<file path="config.mk">
export PLATFORM = sky130hd
export DESIGN_NAME = pwrfail_init_ctrl
export DESIGN_NICKNAME = d
export VERILOG_FILES = /design/src/rtl/pwrfail_pkg.sv /design/src/rtl/pf_sync2.sv /design/src/rtl/pf_timer.sv /design/src/rtl/pf_seq.sv /design/src/rtl/pwrfail_init_ctrl.sv
export SDC_FILE = /design/constraint.sdc
export NUM_CORES = 1
export LEC_CHECK = 0
export BUFFER_PORTS_ARGS = -buffer_cell sky130_fd_sc_hd__buf_2
export CORE_UTILIZATION = 63
export CTS_BUF_LIST = sky130_fd_sc_hd__clkbuf_16
export DETAILED_ROUTE_END_ITERATION = 8
export PLACE_DENSITY_LB_ADDON = 0.25
export SLEW_MARGIN = 0
export SYNTH_ARGS = -nofsm -noshare
export SYNTH_HDL_FRONTEND = slang
export SYNTH_SLANG_ARGS = --single-unit
</file>
<file path="constraint.sdc">
create_clock -name clk -period 3.9 [get_ports clk]
set_input_delay 0.195 -clock clk [delete_from_list [all_inputs] [get_ports clk]]
set_output_delay 0.195 -clock clk [all_outputs]
set_load 0.02 [all_outputs]
</file>
<file path="src/rtl/pwrfail_pkg.sv">
// Shared types and helpers for the power-fail bus initialize controller.
// Assumes: integer parameters in microseconds and kilohertz, all small enough for 32-bit math.
package pwrfail_pkg;

    // Sequencer states; PWRUP is the reset state
    typedef enum logic [2:0] {
        ST_PWRUP  = 3'd0,
        ST_RUN    = 3'd1,
        ST_ONLINE = 3'd2,
        ST_WAIT   = 3'd3,
        ST_PULSE  = 3'd4,
        ST_HALT   = 3'd5
    } pf_state_e;

    // Legal window for the power-fail pulse, microseconds
    localparam int PULSE_MIN_US = 8;
    localparam int PULSE_MAX_US = 20;
    // Shortest allowed wait after POWER-OK loss, microseconds
    localparam int WAIT_MIN_US  = 3000;

    // Restrict a value to [lo, hi]
    function automatic int clamp_int(input int v, input int lo, input int hi);
        if (v < lo) return lo;
        if (v > hi) return hi;
        return v;
    endfunction

    // Larger of two values
    function automatic int max_int(input int a, input int b);
        return (a > b) ? a : b;
    endfunction

endpackage

</file>
<file path="src/rtl/pf_sync2.sv">
// Two-flop synchronizer bank for W independent asynchronous level inputs.
// Assumes: inputs are slow levels; a change is seen two edges after capture.
module pf_sync2 #(
    parameter int W = 2
) (
    input  logic         clk,
    input  logic         rst_n,
    input  logic [W-1:0] d_in,
    output logic [W-1:0] q_out
);

    for (genvar i = 0; i < W; i++) begin : g_bit
        logic meta_q;
        logic stab_q;

        // Two-stage capture of one asynchronous bit, cleared by reset
        always_ff @(posedge clk) begin
            if (!rst_n) begin
                meta_q <= 1'b0;
                stab_q <= 1'b0;
            end else begin
                meta_q <= d_in[i];
                stab_q <= meta_q;
            end
        end

        assign q_out[i] = stab_q;
    end

endmodule

</file>
<file path="src/rtl/pf_timer.sv">
// Up-counter timing a sequencer phase: cleared on phase change, counts while
// enabled, flags the cycle in which the count equals the phase limit.
// Assumes: limit is stable for the whole phase and clr is pulsed on entry.
module pf_timer #(
    parameter int CW = 12
) (
    input  logic          clk,
    input  logic          rst_n,
    input  logic          clr,
    input  logic          en,
    input  logic [CW-1:0] limit,
    output logic          done
);

    logic [CW-1:0] cnt_q;

    // Phase cycle count: restart on clear, advance while enabled
    always_ff @(posedge clk) begin
        if (!rst_n) begin
            cnt_q <= '0;
        end else if (clr) begin
            cnt_q <= '0;
        end else if (en && (cnt_q != limit)) begin
            cnt_q <= cnt_q + 1'b1;
        end
    end

    // Final cycle of the phase
    assign done = en && (cnt_q == limit);

    // the count never runs past the active phase limit
    a_r5_count_bounded: assert property (@(posedge clk) disable iff (!rst_n)
        (en && !clr) |-> (cnt_q <= limit));

endmodule

</file>
<file path="src/rtl/pf_seq.sv">
// Power-fail sequencer: power-up hold, normal operation, committed power-down
// (wait, initialize pulse, latched halt). Outputs decode the state register.
// Assumes: dc_ok and pwr_ok are already synchronized to clk.
module pf_seq
    import pwrfail_pkg::*;
#(
    parameter int WAIT_CYC  = 3000,
    parameter int PULSE_CYC = 12
) (
    input  logic clk,
    input  logic rst_n,
    input  logic dc_ok,
    input  logic pwr_ok,
    output logic bus_init_n,
    output logic crit_ok,
    output logic halt_req
);

    localparam int MAXC = max_int(WAIT_CYC, PULSE_CYC);
    localparam int CW   = $clog2(MAXC + 1);
    localparam logic [CW-1:0] WAIT_LIM  = CW'(WAIT_CYC - 1);
    localparam logic [CW-1:0] PULSE_LIM = CW'(PULSE_CYC - 1);

    pf_state_e     st_q, st_nxt;
    logic          tmr_clr, tmr_en, tmr_done;
    logic [CW-1:0] tmr_lim;

    // Next-state selection; loss of DC-OK always returns to power-up
    always_comb begin
        st_nxt = st_q;
        unique case (st_q)
            ST_PWRUP:  if (dc_ok) st_nxt = ST_RUN;
            ST_RUN:    if (!dc_ok) st_nxt = ST_PWRUP;
                       else if (pwr_ok) st_nxt = ST_ONLINE;
            ST_ONLINE: if (!dc_ok) st_nxt = ST_PWRUP;
                       else if (!pwr_ok) st_nxt = ST_WAIT;
            ST_WAIT:   if (!dc_ok) st_nxt = ST_PWRUP;
                       else if (tmr_done) st_nxt = ST_PULSE;
            ST_PULSE:  if (!dc_ok) st_nxt = ST_PWRUP;
                       else if (tmr_done) st_nxt = ST_HALT;
            ST_HALT:   if (!dc_ok) st_nxt = ST_PWRUP;
            default:   st_nxt = ST_PWRUP;
        endcase
    end

    // State register, power-up state out of reset
    always_ff @(posedge clk) begin
        if (!rst_n) st_q <= ST_PWRUP;
        else        st_q <= st_nxt;
    end

    // Timer control: restart on every transition, run in the timed phases
    always_comb begin
        tmr_clr = (st_nxt != st_q);
        tmr_en  = (st_q == ST_WAIT) || (st_q == ST_PULSE);
        tmr_lim = (st_q == ST_PULSE) ? PULSE_LIM : WAIT_LIM;
    end

    pf_timer #(.CW(CW)) u_timer (
        .clk   (clk),
        .rst_n (rst_n),
        .clr   (tmr_clr),
        .en    (tmr_en),
        .limit (tmr_lim),
        .done  (tmr_done)
    );

    // Output decode from the state register
    always_comb begin
        bus_init_n = !((st_q == ST_PWRUP) || (st_q == ST_PULSE));
        crit_ok    = (st_q == ST_ONLINE);
        halt_req   = (st_q == ST_HALT);
    end

    // reset forces initialize on and both flags off
    a_r1_reset_state: assert property (@(posedge clk)
        !rst_n |=> (!bus_init_n && !halt_req && !crit_ok));

    // release in the same edge DC-OK is seen
    a_r3_release_on_dcok: assert property (@(posedge clk) disable iff (!rst_n)
        (st_q == ST_PWRUP && dc_ok) |=> bus_init_n);

    // critical actions only with POWER-OK present the cycle before
    a_r4_crit_needs_pwrok: assert property (@(posedge clk) disable iff (!rst_n)
        crit_ok |-> $past(pwr_ok));

    // with DC-OK held, initialize only drops out of the wait phase
    a_r6_pulse_from_wait: assert property (@(posedge clk) disable iff (!rst_n)
        ($fell(bus_init_n) && $past(dc_ok)) |-> ($past(st_q) == ST_WAIT));

    // halt follows the pulse end immediately
    a_r7_halt_after_pulse: assert property (@(posedge clk) disable iff (!rst_n)
        (st_q == ST_PULSE && tmr_done && dc_ok) |=> (halt_req && bus_init_n));

    // halt latched while DC-OK stays high
    a_r8_halt_held: assert property (@(posedge clk) disable iff (!rst_n)
        (halt_req && dc_ok) |=> halt_req);

    // DC-OK loss leaves halt for power-up
    a_r8_halt_exit: assert property (@(posedge clk) disable iff (!rst_n)
        (halt_req && !dc_ok) |=> (!halt_req && !bus_init_n));

    // the wait is never abandoned while DC-OK holds
    a_r9_committed: assert property (@(posedge clk) disable iff (!rst_n)
        (st_q == ST_WAIT && dc_ok) |=> (st_q == ST_WAIT || st_q == ST_PULSE));

endmodule

</file>
<file path="src/rtl/pwrfail_init_ctrl.sv">
// Top: converts time parameters to cycle counts (with legal clamping),
// synchronizes the two supply status inputs and runs the sequencer.
// Assumes: CLK_KHZ * max(WAIT_US,3000) fits in 32 bits; PULSE result >= 1 cycle.
module pwrfail_init_ctrl
    import pwrfail_pkg::*;
#(
    parameter int CLK_KHZ  = 50000,
    parameter int WAIT_US  = 3000,
    parameter int PULSE_US = 12
) (
    input  logic clk,
    input  logic rst_n,
    input  logic dc_ok_in,
    input  logic pwr_ok_in,
    output logic bus_init_n,
    output logic crit_ok,
    output logic halt_req
);

    localparam int WAIT_EFF_US  = max_int(WAIT_US, WAIT_MIN_US);
    localparam int PULSE_EFF_US = clamp_int(PULSE_US, PULSE_MIN_US, PULSE_MAX_US);
    localparam int WAIT_CYC     = (CLK_KHZ * WAIT_EFF_US + 999) / 1000;
    localparam int PULSE_CYC    = max_int((CLK_KHZ * PULSE_EFF_US) / 1000, 1);

    logic [1:0] raw_st, sync_st;

    assign raw_st = {pwr_ok_in, dc_ok_in};

    pf_sync2 #(.W(2)) u_sync (
        .clk   (clk),
        .rst_n (rst_n),
        .d_in  (raw_st),
        .q_out (sync_st)
    );

    pf_seq #(
        .WAIT_CYC  (WAIT_CYC),
        .PULSE_CYC (PULSE_CYC)
    ) u_seq (
        .clk        (clk),
        .rst_n      (rst_n),
        .dc_ok      (sync_st[0]),
        .pwr_ok     (sync_st[1]),
        .bus_init_n (bus_init_n),
        .crit_ok    (crit_ok),
        .halt_req   (halt_req)
    );

endmodule

</file>
==> out/qor.txt, run 1 <==
GR Util All Layers - 27.3%
P_leak - 0.491 nW
TNS Setup - 0 ns
worst-path fanout max - 16
Ant. Diodes - 0
Initial Util - 68.2%
CTS tree - done
Final ANT Viol Nets - 0
pin count of the biggest net entering global routing - 19
R2R Setup Slk - 1.30 ns
chip height - 48.3 um
outcome - finished clean
top-area cell type share of the netlist area - 37.0%
final WL - 2790 um
top post-synthesis cells by area - dfxtp_1 37%, nor3_1 6.7%, xnor2_1 6.5%
post-cts sizing count - 0
GP Congestion - 0.845
Inserted Clock Buffers - 3
Synth async-reset ratio - 0%
Core Rows - 16
Setup-failing EPs final - 0
DR pass1 iterations - 5
Seq cells post-synth - 25
Critical Path Start Type - flop
htree depth - 1
critical setup path kind - reg2reg
Hold Fails Final Rpt - 0
Die X - 48.3 um
placement-stage worst setup slack - 1.32 ns
CTS clk-pin slew, worst paths - 0.06 ns
Fill cells - 151
Port Buffers - 6
number of global-route vias before repair - 1,152
Post-CTS Setup Inserts - 0
Arr. time, crit path - 2.76 ns
IO Pins - 7
drt wl/cell - 14.8 um
CTS Root Cell - clkbuf_16
violation count after the first detailed-route iteration - 46
smallest setup slack after layout - 1.30 ns
CP required - 4.06 ns
Final period util - 66.6%
maximum capacitance violations - 0
post-synthesis cell count - 156
RSZ-0062 raised after global routing - no
maximum clock frequency - 385 MHz
Clock Skew - 0.00438 ns
Vias/cell - 6.32
Max Buffers Root-to-Sink - 2
DRC Markers - 0
final-stage net count - 167
gr ovfl total - 0
Slew Viols, Final - 0
Yosys cell types - 45
post-synth design cell area - 1350 um2
CORE AREA - 1980 um2
Post-Syn Nets - 161
Clk Latency, worst-skew pair - 0.26 ns
Post-synth EDFFs - 0
Die ar. - 2330 um2
Vias - 1,188
cts hold-fix bufs - 0
Min-Delay Path Class - in2reg
pwr dens - 341 nW/um2
CP endpoint kind - flop
first-pass GRT wire length - 4980 um
IR drop worst, VDD - 233 uV
initial antenna violation count - 0
Layout area overhead - 8.61%
syn_area_per_cell - 8.66 um2
Top FF cell, synth - dfxtp_1
layout cells sized above 1 - 13.7%
Seq/Total Area, Yosys - 37.0%
largest area contributor in the netlist - dfxtp_1
final worst path period need - 2.60 ns
slew margin rel. - 41.5%
Syn. warnings - 0
Sink Count - 25
Slew @ Worst Pin - 0.876 ns
Detailed Place HPWL - 2020 um
per-stage QoR:
step                      instances  hold slack (ns)  instance area (um2)  power, W  util, %
after floorplan                 156            0.314                 1350  0.000276        -
after global placement          184            0.403                 1390  0.000280     70.0
after detailed placement        184            0.406                 1390  0.000281     70.0
after CTS                       188            0.138                 1470  0.000503     74.1
after global routing            188            0.136                 1470  0.000517     74.1
final                           188            0.138                 1470  0.000500     74.1
Yosys cell counts (2+ instances only):
cell type	number
or2_2	2
nor3_1	18
nand2_1	11
xnor2_1	10
clkbuf_1	3
nor2_1	10
inv_1	5
a21oi_1	4
nor2b_1	2
and2_1	4
dfxtp_1	25
mux2i_1	2
or3_2	2
nand3_1	6
nand4_1	6
nor4b_1	2
a211oi_1	5
and3_1	4
o31ai_1	3
o21ai_0	4
xor2_1	4
worst max-delay path: stages (launching register included):
cell and delay, ns:
dfxtp_1 0.65, nor3b_4 0.14, or4_4 0.45, a2111oi_2 0.77
o21ai_0 0.20, a211oi_1 0.28
cell families (layout without fill, tap and decap cells):
group | count (synthesis) | count (layout) | synth area share (%)
AOI/OAI and AO/OA | 27 | 27 | 15.6
buffers and inverters | 11 | 16 | 3.98
DFF | 25 | 25 | 37.0
muxes | 2 | 2 | 1.48
xor gates and xnor gates | 14 | 14 | 9.07
and+or+nand+nor | 76 | 76 | 31.9
adders and majority gates | 1 | 1 | 0.926
power breakdown:
part           switching, W  internal, W  total (W)
clock             0.0000875     0.000138   0.000226
sequential       0.00000271     0.000258   0.000260
combinational    0.00000874   0.00000591  0.0000146
area by class of cell:
type,count,area [um2],share of cell area (%)
clock buffer,3,75.1,5.12
sequential,25,500,34.1
inverter,5,18.8,1.28
multi-input combinational,120,797,54.3
tap,27,33.8,2.30
timing repair buffer,7,37.5,2.56
clock inverter,1,5.00,0.341
routing by layer:
| layer | routed length [um] | track usage, % | vias up |
|---|---|---|---|
| met5 | 0 | 0 | - |
| met4 | 70 | 12.3 | 0 |
| met3 | 134 | 3.46 | 11 |
| met2 | 1330 | 45.3 | 45 |
| met1 | 1250 | 35.4 | 544 |
| li1 | - | - | 588 |
final timing paths:
check	end	from	cells after the start
worst min-delay path	u_sync.g_bit[1].meta_q	pwr_ok_in	2
worst min register to register	u_sync.g_bit[1].stab_q	u_sync.g_bit[1].meta_q	1
worst max register to register	u_seq.u_timer.cnt_q[1]	u_seq.st_q[0]	5
worst max-delay path	u_seq.u_timer.cnt_q[1]	u_seq.st_q[0]	5
cell usage in the layout (no fill, tap or decap), drive strengths merged, types with 2 or more instances in the layout:
cell type / count
inv: 5
nand2: 11
or4: 3
buf: 7
and3: 5
nand3: 6
nor2: 10
o31ai: 3
nor3: 18
or3: 2
or2: 2
o21ai: 4
a211oi: 5
xor2: 4
and4: 2
and2: 4
nand4: 6
nor4b: 2
mux2i: 2
nor2b: 2
dfxtp: 25
clkbuf: 3
xnor2: 10
a21oi: 5
sequential cells by signal, indices dropped and copies added, names as in the netlist:
name,cells
u_seq.st_q,3
u_sync.g_bit.stab_q,2
u_sync.g_bit.meta_q,2
u_seq.u_timer.cnt_q,18
Note: power is estimated with default switching activity, not from simulation.
==> inputs of run 2 (changes only) <==
ABC_AREA = 1   (was not set)
CORE_UTILIZATION = 60   (was 63)
clock period = 2.48 ns   (was 3.9 ns; I/O delays follow)
==> run 2 against run 1 <==
Clock skew shrank 0.0015 ns. Worst hold slack lost 0.091 ns. Sequential power grew 57%. Count of clock-buffer cells in the layout is the same. Combinational power grew 110%. Worst setup slack lost 0.95 ns. Final cell count grew 49%. First-iteration DRC count grew 52%. Global-route usage shrank 2.7 points. Largest cell class unchanged. Largest power group unchanged.
==> out/qor.txt, run 2 <==
RSZ-0062 raised after global routing - no
CP peak stage delay - 0.41 ns
CTS clk-pin slew, worst paths - 0.06 ns
Top reg by flops - u_seq.u_timer.cnt_q
Post-synth EDFFs - 0
IO Pins - 7
critical setup path kind - reg2reg
Top FF cell, synth - dfxtp_1
CP most frequent cell - nand2_1
PnR Total Power - 0.000795 W
drt wl/cell - 11.0 um
hold path depth - 3
maximum capacitance violations - 0
CP delay by family, top - simple AND/OR/NAND/NOR gates
Clk Latency, worst-skew pair - 0.26 ns
CTS tree - done
first-pass GRT wire length - 5110 um
post-synthesis cell count - 244
largest area contributor in the netlist - dfxtp_1
P_leak - 0.707 nW
post-synth design cell area - 1620 um2
Critical Path Start Type - flop
IR drop worst, VDD - 445 uV
Seq cells post-synth - 25
pin count of the biggest net entering global routing - 19
gr ovfl total - 0
GP Congestion - 0.888
number of global-route vias before repair - 1,186
syn_area_per_cell - 6.63 um2
Fill cells - 227
Port Buffers - 6
commonest non-fill, non-tap cell in the layout - nand2_1
Post-CTS Setup Inserts - 0
CTS Root Cell - clkbuf_16
outcome - finished clean
violation count after the first detailed-route iteration - 70
final WL - 3100 um
Storage cell area - 500 um2
Layout area overhead - 7.04%
most frequent cells in the layout - 58 x nand2_1, 46 x inv_1, 28 x nor2_1
Ant. Diodes - 0
Synth Area in Simple Gates - 41.2%
Synth Area in Compound Gates - 5.26%
Max Buffers Root-to-Sink - 2
initial antenna violation count - 0
Arr. time, crit path - 2.26 ns
most common cell in the netlist - nand2_1
Core Rows - 18
Synth async-reset ratio - 0%
worst reg2reg path depth - 14
area of the multi-input gates - 895 um2
Yosys cell types - 28
Adder-Cell Fraction of Synth Area - 0.774%
main combinational cell family by area after synthesis - simple AND/OR/NAND/NOR gates
Initial Util - 64.1%
max FFs per register - 18
Slew @ Worst Pin - 0.495 ns
Hold Fails Final Rpt - 0
Die ar. - 2910 um2
CORE AREA - 2520 um2
top post-synthesis cells by area - dfxtp_1 31%, nand2_1 13%, inv_1 11%
DRC Markers - 0
Post-Syn Nets - 249
slew margin rel. - 66.7%
Die X - 53.9 um
Final ANT Viol Nets - 0
maximum clock frequency - 470 MHz
Vias/cell - 4.99
CP bufs+invs - 0
Min-Delay Path Class - in2reg
Vias - 1,401
critical path's slowest cell - dfxtp_1
CP endpoint kind - flop
TNS Setup - 0 ns
biggest regs - u_seq.u_timer.cnt_q: 18 flops, u_seq.st_q: 3 flops
Slew Viols, Final - 0
top-area cell type share of the netlist area - 31.0%
final-stage net count - 257
chip height - 53.9 um
worst-path fanout max - 18
DR pass1 iterations - 4
GR Util All Layers - 24.5%
cells along the critical path - ha_1, nand2_1, nor3_1, nand2_1, nor2_2, nand2_2, nand2_1, nand2_1, nand2_1, nand2_2, nand2_2, nand2_2, nand2_4, nor2_1
CP required - 2.61 ns
post-cts sizing count - 0
Clock Skew - 0.00285 ns
Setup-failing EPs final - 0
top cells by count, synth - 58 x nand2_1, 46 x inv_1, 28 x nor2_1
pwr dens - 459 nW/um2
Inserted Clock Buffers - 3
Sink Count - 25
Worst path depth - 14
cts hold-fix bufs - 0
post-synthesis mux area share - 0%
Final period util - 85.8%
Detailed Place HPWL - 2300 um
final worst path period need - 2.13 ns
xor/xnor share of the synthesized area - 8.13%
htree depth - 1
Syn. warnings - 0
Seq/Total Area, Yosys - 31.0%
layout cells sized above 1 - 13.1%
==> run 2: cell type report <==
class,instances,share of cell area [%]
clock inverters,1,0.289
multi-input cells,167,51.7
inverters,48,10.4
repair buffers,7,2.17
clock buffers,3,4.34
well taps,30,2.17
flip-flops and latches,25,28.9
==> run 2: cells by family (layout without fill, tap and decap cells) <==
logic type / Yosys count / in the layout
AND/OR/NAND/NOR: 136 / 136
buffers and inverters: 52 / 59
flip-flops: 25 / 25
AO/OA/AOI/OAI: 15 / 15
XOR/XNOR: 15 / 15
adder cells (fa/ha/maj): 1 / 1
==> run 2: stage by stage <==
| stage | hold WS (ns) | cell area [um2] | setup slack (ns) | instances | util, % |
|---|---|---|---|---|---|
| after floorplan | 0.217 | 1620 | 0.674 | 244 | - |
| after global placement | 0.305 | 1650 | 0.498 | 277 | 65.4 |
| after detailed placement | 0.313 | 1650 | 0.397 | 277 | 65.4 |
| after CTS | 0.0472 | 1730 | 0.387 | 281 | 68.6 |
| after global routing | 0.0629 | 1730 | 0.129 | 281 | 68.6 |
| final | 0.0470 | 1730 | 0.353 | 281 | 68.6 |
==> run 2: worst register-to-register path, stage by stage (launching register included) <==
cell	delay (ns)
dfxtp_1	0.41
ha_1	0.22
nand2_1	0.11
nor3_1	0.16
nand2_1	0.09
nor2_2	0.13
nand2_2	0.09
nand2_1	0.06
nand2_1	0.05
nand2_1	0.10
nand2_2	0.06
nand2_2	0.06
nand2_2	0.06
nand2_4	0.30
nor2_1	0.09
==> run 2: per-layer routing <==
metal	vias to the layer above	global-route usage (%)	part of all wire [%]
li1	759	-	-
met1	603	34.2	48
met2	35	37.7	44
met3	4	5.93	6.9
met4	0	5.70	0.74
met5	-	0	0
==> run 2: worst paths after layout <==
path	from	to	slack, ns
setup / recovery	u_seq.u_timer.cnt_q[0]	u_seq.u_timer.cnt_q[11]	0.35
setup reg to reg	u_seq.u_timer.cnt_q[0]	u_seq.u_timer.cnt_q[11]	0.35
hold reg to reg	u_sync.g_bit[1].meta_q	u_sync.g_bit[1].stab_q	0.41
hold / removal	pwr_ok_in	u_sync.g_bit[1].meta_q	0.05
==> run 2: power breakdown <==
group	switching, W	internal [W]	total (W)	leakage (nW)
clock network	0.000139	0.000217	0.000357	0.0409
logic	0.0000233	0.00000763	0.0000310	0.464
registers	0.00000242	0.000405	0.000407	0.202
==> inputs of run 3 (changes only) <==
CAP_MARGIN = 25   (was not set)
CORE_UTILIZATION = 55   (was 60)
clock period = 1.7 ns   (was 2.48 ns; I/O delays follow)
==> run 3 against run 2 <==
The flow now finishes with violations (negative setup slack). Worst setup slack got worse by 0.41 ns. Critical endpoint is now u_seq.u_timer.cnt_q[14]. Final cell count is 11% higher. Largest power group unchanged. Via count is 12% higher.
==> out/qor.txt, run 3 (synthesized netlist as in run 2, its figures left out) <==
outcome - finished with violations
failing checks - negative setup slack
maximum clock frequency - 569 MHz
most frequent cells in the layout - 55 x nand2_1, 46 x inv_1, 25 x buf_4
final worst path period need - 1.76 ns
Final ANT Viol Nets - 0
IR drop worst, VDD - 736 uV
first-pass GRT wire length - 6570 um
Placed Area - 1900 um2
fin cells - 311
DR pass1 iterations - 4
Port Buffers - 6
pin count of the biggest net entering global routing - 16
CP required - 1.86 ns
Clock Power Share - 44.7%
Layout area overhead - 28.2%
Max Buffers Root-to-Sink - 2
Detailed Place HPWL - 2710 um
Post-Place Cells - 305
gr ovfl total - 0
htree depth - 1
Top reg by flops - u_seq.u_timer.cnt_q
GR Util All Layers - 26.6%
Min-Delay Path Class - in2reg
final WL - 3770 um
Core Rows - 19
CTS tree - done
commonest non-fill, non-tap cell in the layout - nand2_1
layout cells sized above 1 - 27.9%
Critical Path Start Type - flop
P_leak - 0.887 nW
initial antenna violation count - 0
Inserted Clock Buffers - 3
CP endpoint kind - flop
Initial Util - 58.1%
Clock Skew - 0.00312 ns
Comb power frac - 6.3%
Hold Fails Final Rpt - 0
critical setup path kind - reg2reg
Storage cell area - 507 um2
RSZ-0062 raised after global routing - yes
Sw Ratio - 21.8%
CTS clk-pin slew, worst paths - 0.07 ns
Vias/cell - 5.06
violation count after the first detailed-route iteration - 92
Die ar. - 3160 um2
Slew Viols, Final - 0
Ant. Diodes - 0
Vias - 1,574
worst-path fanout max - 5
smallest setup slack after layout - -0.0560 ns
net load switching power - 0.000263 W
CTS Root Cell - clkbuf_16
GP Congestion - 0.860
Slew @ Worst Pin - 0.441 ns
fin area - 2070 um2
Setup-failing EPs final - 18
max FFs per register - 18
Die X - 56.2 um
TNS Setup - -0.850 ns
Arr. time, crit path - 1.92 ns
number of global-route vias before repair - 1,564
CORE AREA - 2780 um2
DRC Markers - 0
maximum capacitance violations - 0
Final period util - 103%
cts hold-fix bufs - 0
Int Power - 0.000944 W
biggest regs - u_seq.u_timer.cnt_q: 18 flops, u_seq.st_q: 3 flops
Seq pwr share - 49.0%
final-stage net count - 286
Sink Count - 25
Fill cells - 225
Clk Latency, worst-skew pair - 0.26 ns
area of the multi-input gates - 955 um2
slew margin rel. - 70.4%
drt wl/cell - 12.1 um
chip height - 56.2 um
IO Pins - 7
pwr dens - 582 nW/um2
-- run 3: changes by cell type in the layout (fill, tap and decap cells not counted), sizes merged --
| cell | previous run | this run |
|---|---|---|
| buf | 7 | 36 |
| inv | 48 | 49 |
| clkinv | 1 | 0 |
-- run 3: repair_timing --
| item | CTS | global route |
|---|---|---|
| gates resized for setup | 4 | 14 |
| pin swaps | 3 | 1 |
| cloned | 1 | 0 |
| endpoints found under the setup margin | 18 | 18 |
| setup buffers | 1 | 0 |
-- run 3: final cells by class --
cell class	instances	share of cell area [%]
Clock buffer	3	3.62
Clock inverter	1	0.302
Inverter	48	8.82
Multi-Input combinational cell	167	46.1
Sequential cell	25	24.5
Tap cell	31	1.87
Timing Repair Buffer	36	14.9
-- run 3: final timing paths --
path | slack, ns | startpoint | endpoint | cells past startpoint
max | -0.06 | u_seq.u_timer.cnt_q[1] | u_seq.u_timer.cnt_q[14] | 15
min | 0.005 | dc_ok_in | u_sync.g_bit[0].meta_q | 3
max reg2reg | -0.06 | u_seq.u_timer.cnt_q[1] | u_seq.u_timer.cnt_q[14] | 15
min reg2reg | 0.42 | u_sync.g_bit[0].meta_q | u_sync.g_bit[0].stab_q | 2
-- run 3: routing by layer --
layer,global-route usage (%),part of all wire [%]
met1,32.8,46
met2,45.6,49
met3,3.72,3.3
met4,12.2,1.7
met5,0,0
-- run 3: per-stage QoR --
| step | total power (W) | utilization, % | hold slack (ns) | setup slack, ns |
|---|---|---|---|---|
| 2_1_floorplan | 0.000647 | - | 0.178 | 0.00382 |
| 3_5_place_dp | 0.000664 | 68.3 | 0.279 | -0.0573 |
| 3_3_place_gp | 0.000663 | 68.3 | 0.270 | -0.0526 |
| 4_1_cts | 0.00121 | 72.9 | 0.00931 | -0.0639 |
| 5_1_grt | 0.00123 | 74.5 | 0.0176 | -0.196 |
| 6_report | 0.00121 | 74.5 | 0.00539 | -0.0560 |
-- run 3: power groups by stage --
stage / combinational (W) / sequential, W / clock [W]
2_1_floorplan: 0.0000418 / 0.000605 / 0
3_3_place_gp: 0.0000583 / 0.000605 / 0
3_5_place_dp: 0.0000591 / 0.000605 / 0
4_1_cts: 0.0000750 / 0.000591 / 0.000545
5_1_grt: 0.0000813 / 0.000592 / 0.000560
6_report: 0.0000763 / 0.000591 / 0.000539
-- run 3: worst max-delay path, cell delays in order, from the launching register on --
cell and delay [ns]:
dfxtp_2 0.35, ha_4 0.15, nand2_4 0.05, nor3_2 0.11, nand2_1 0.08, nor2_2 0.11
nand2_2 0.10, nand2_1 0.08, nand2_1 0.06, nand2_2 0.08, nand2_2 0.06, nand2_2 0.06
nand2_2 0.06, nand2_4 0.11, buf_12 0.15, nor2_4 0.03
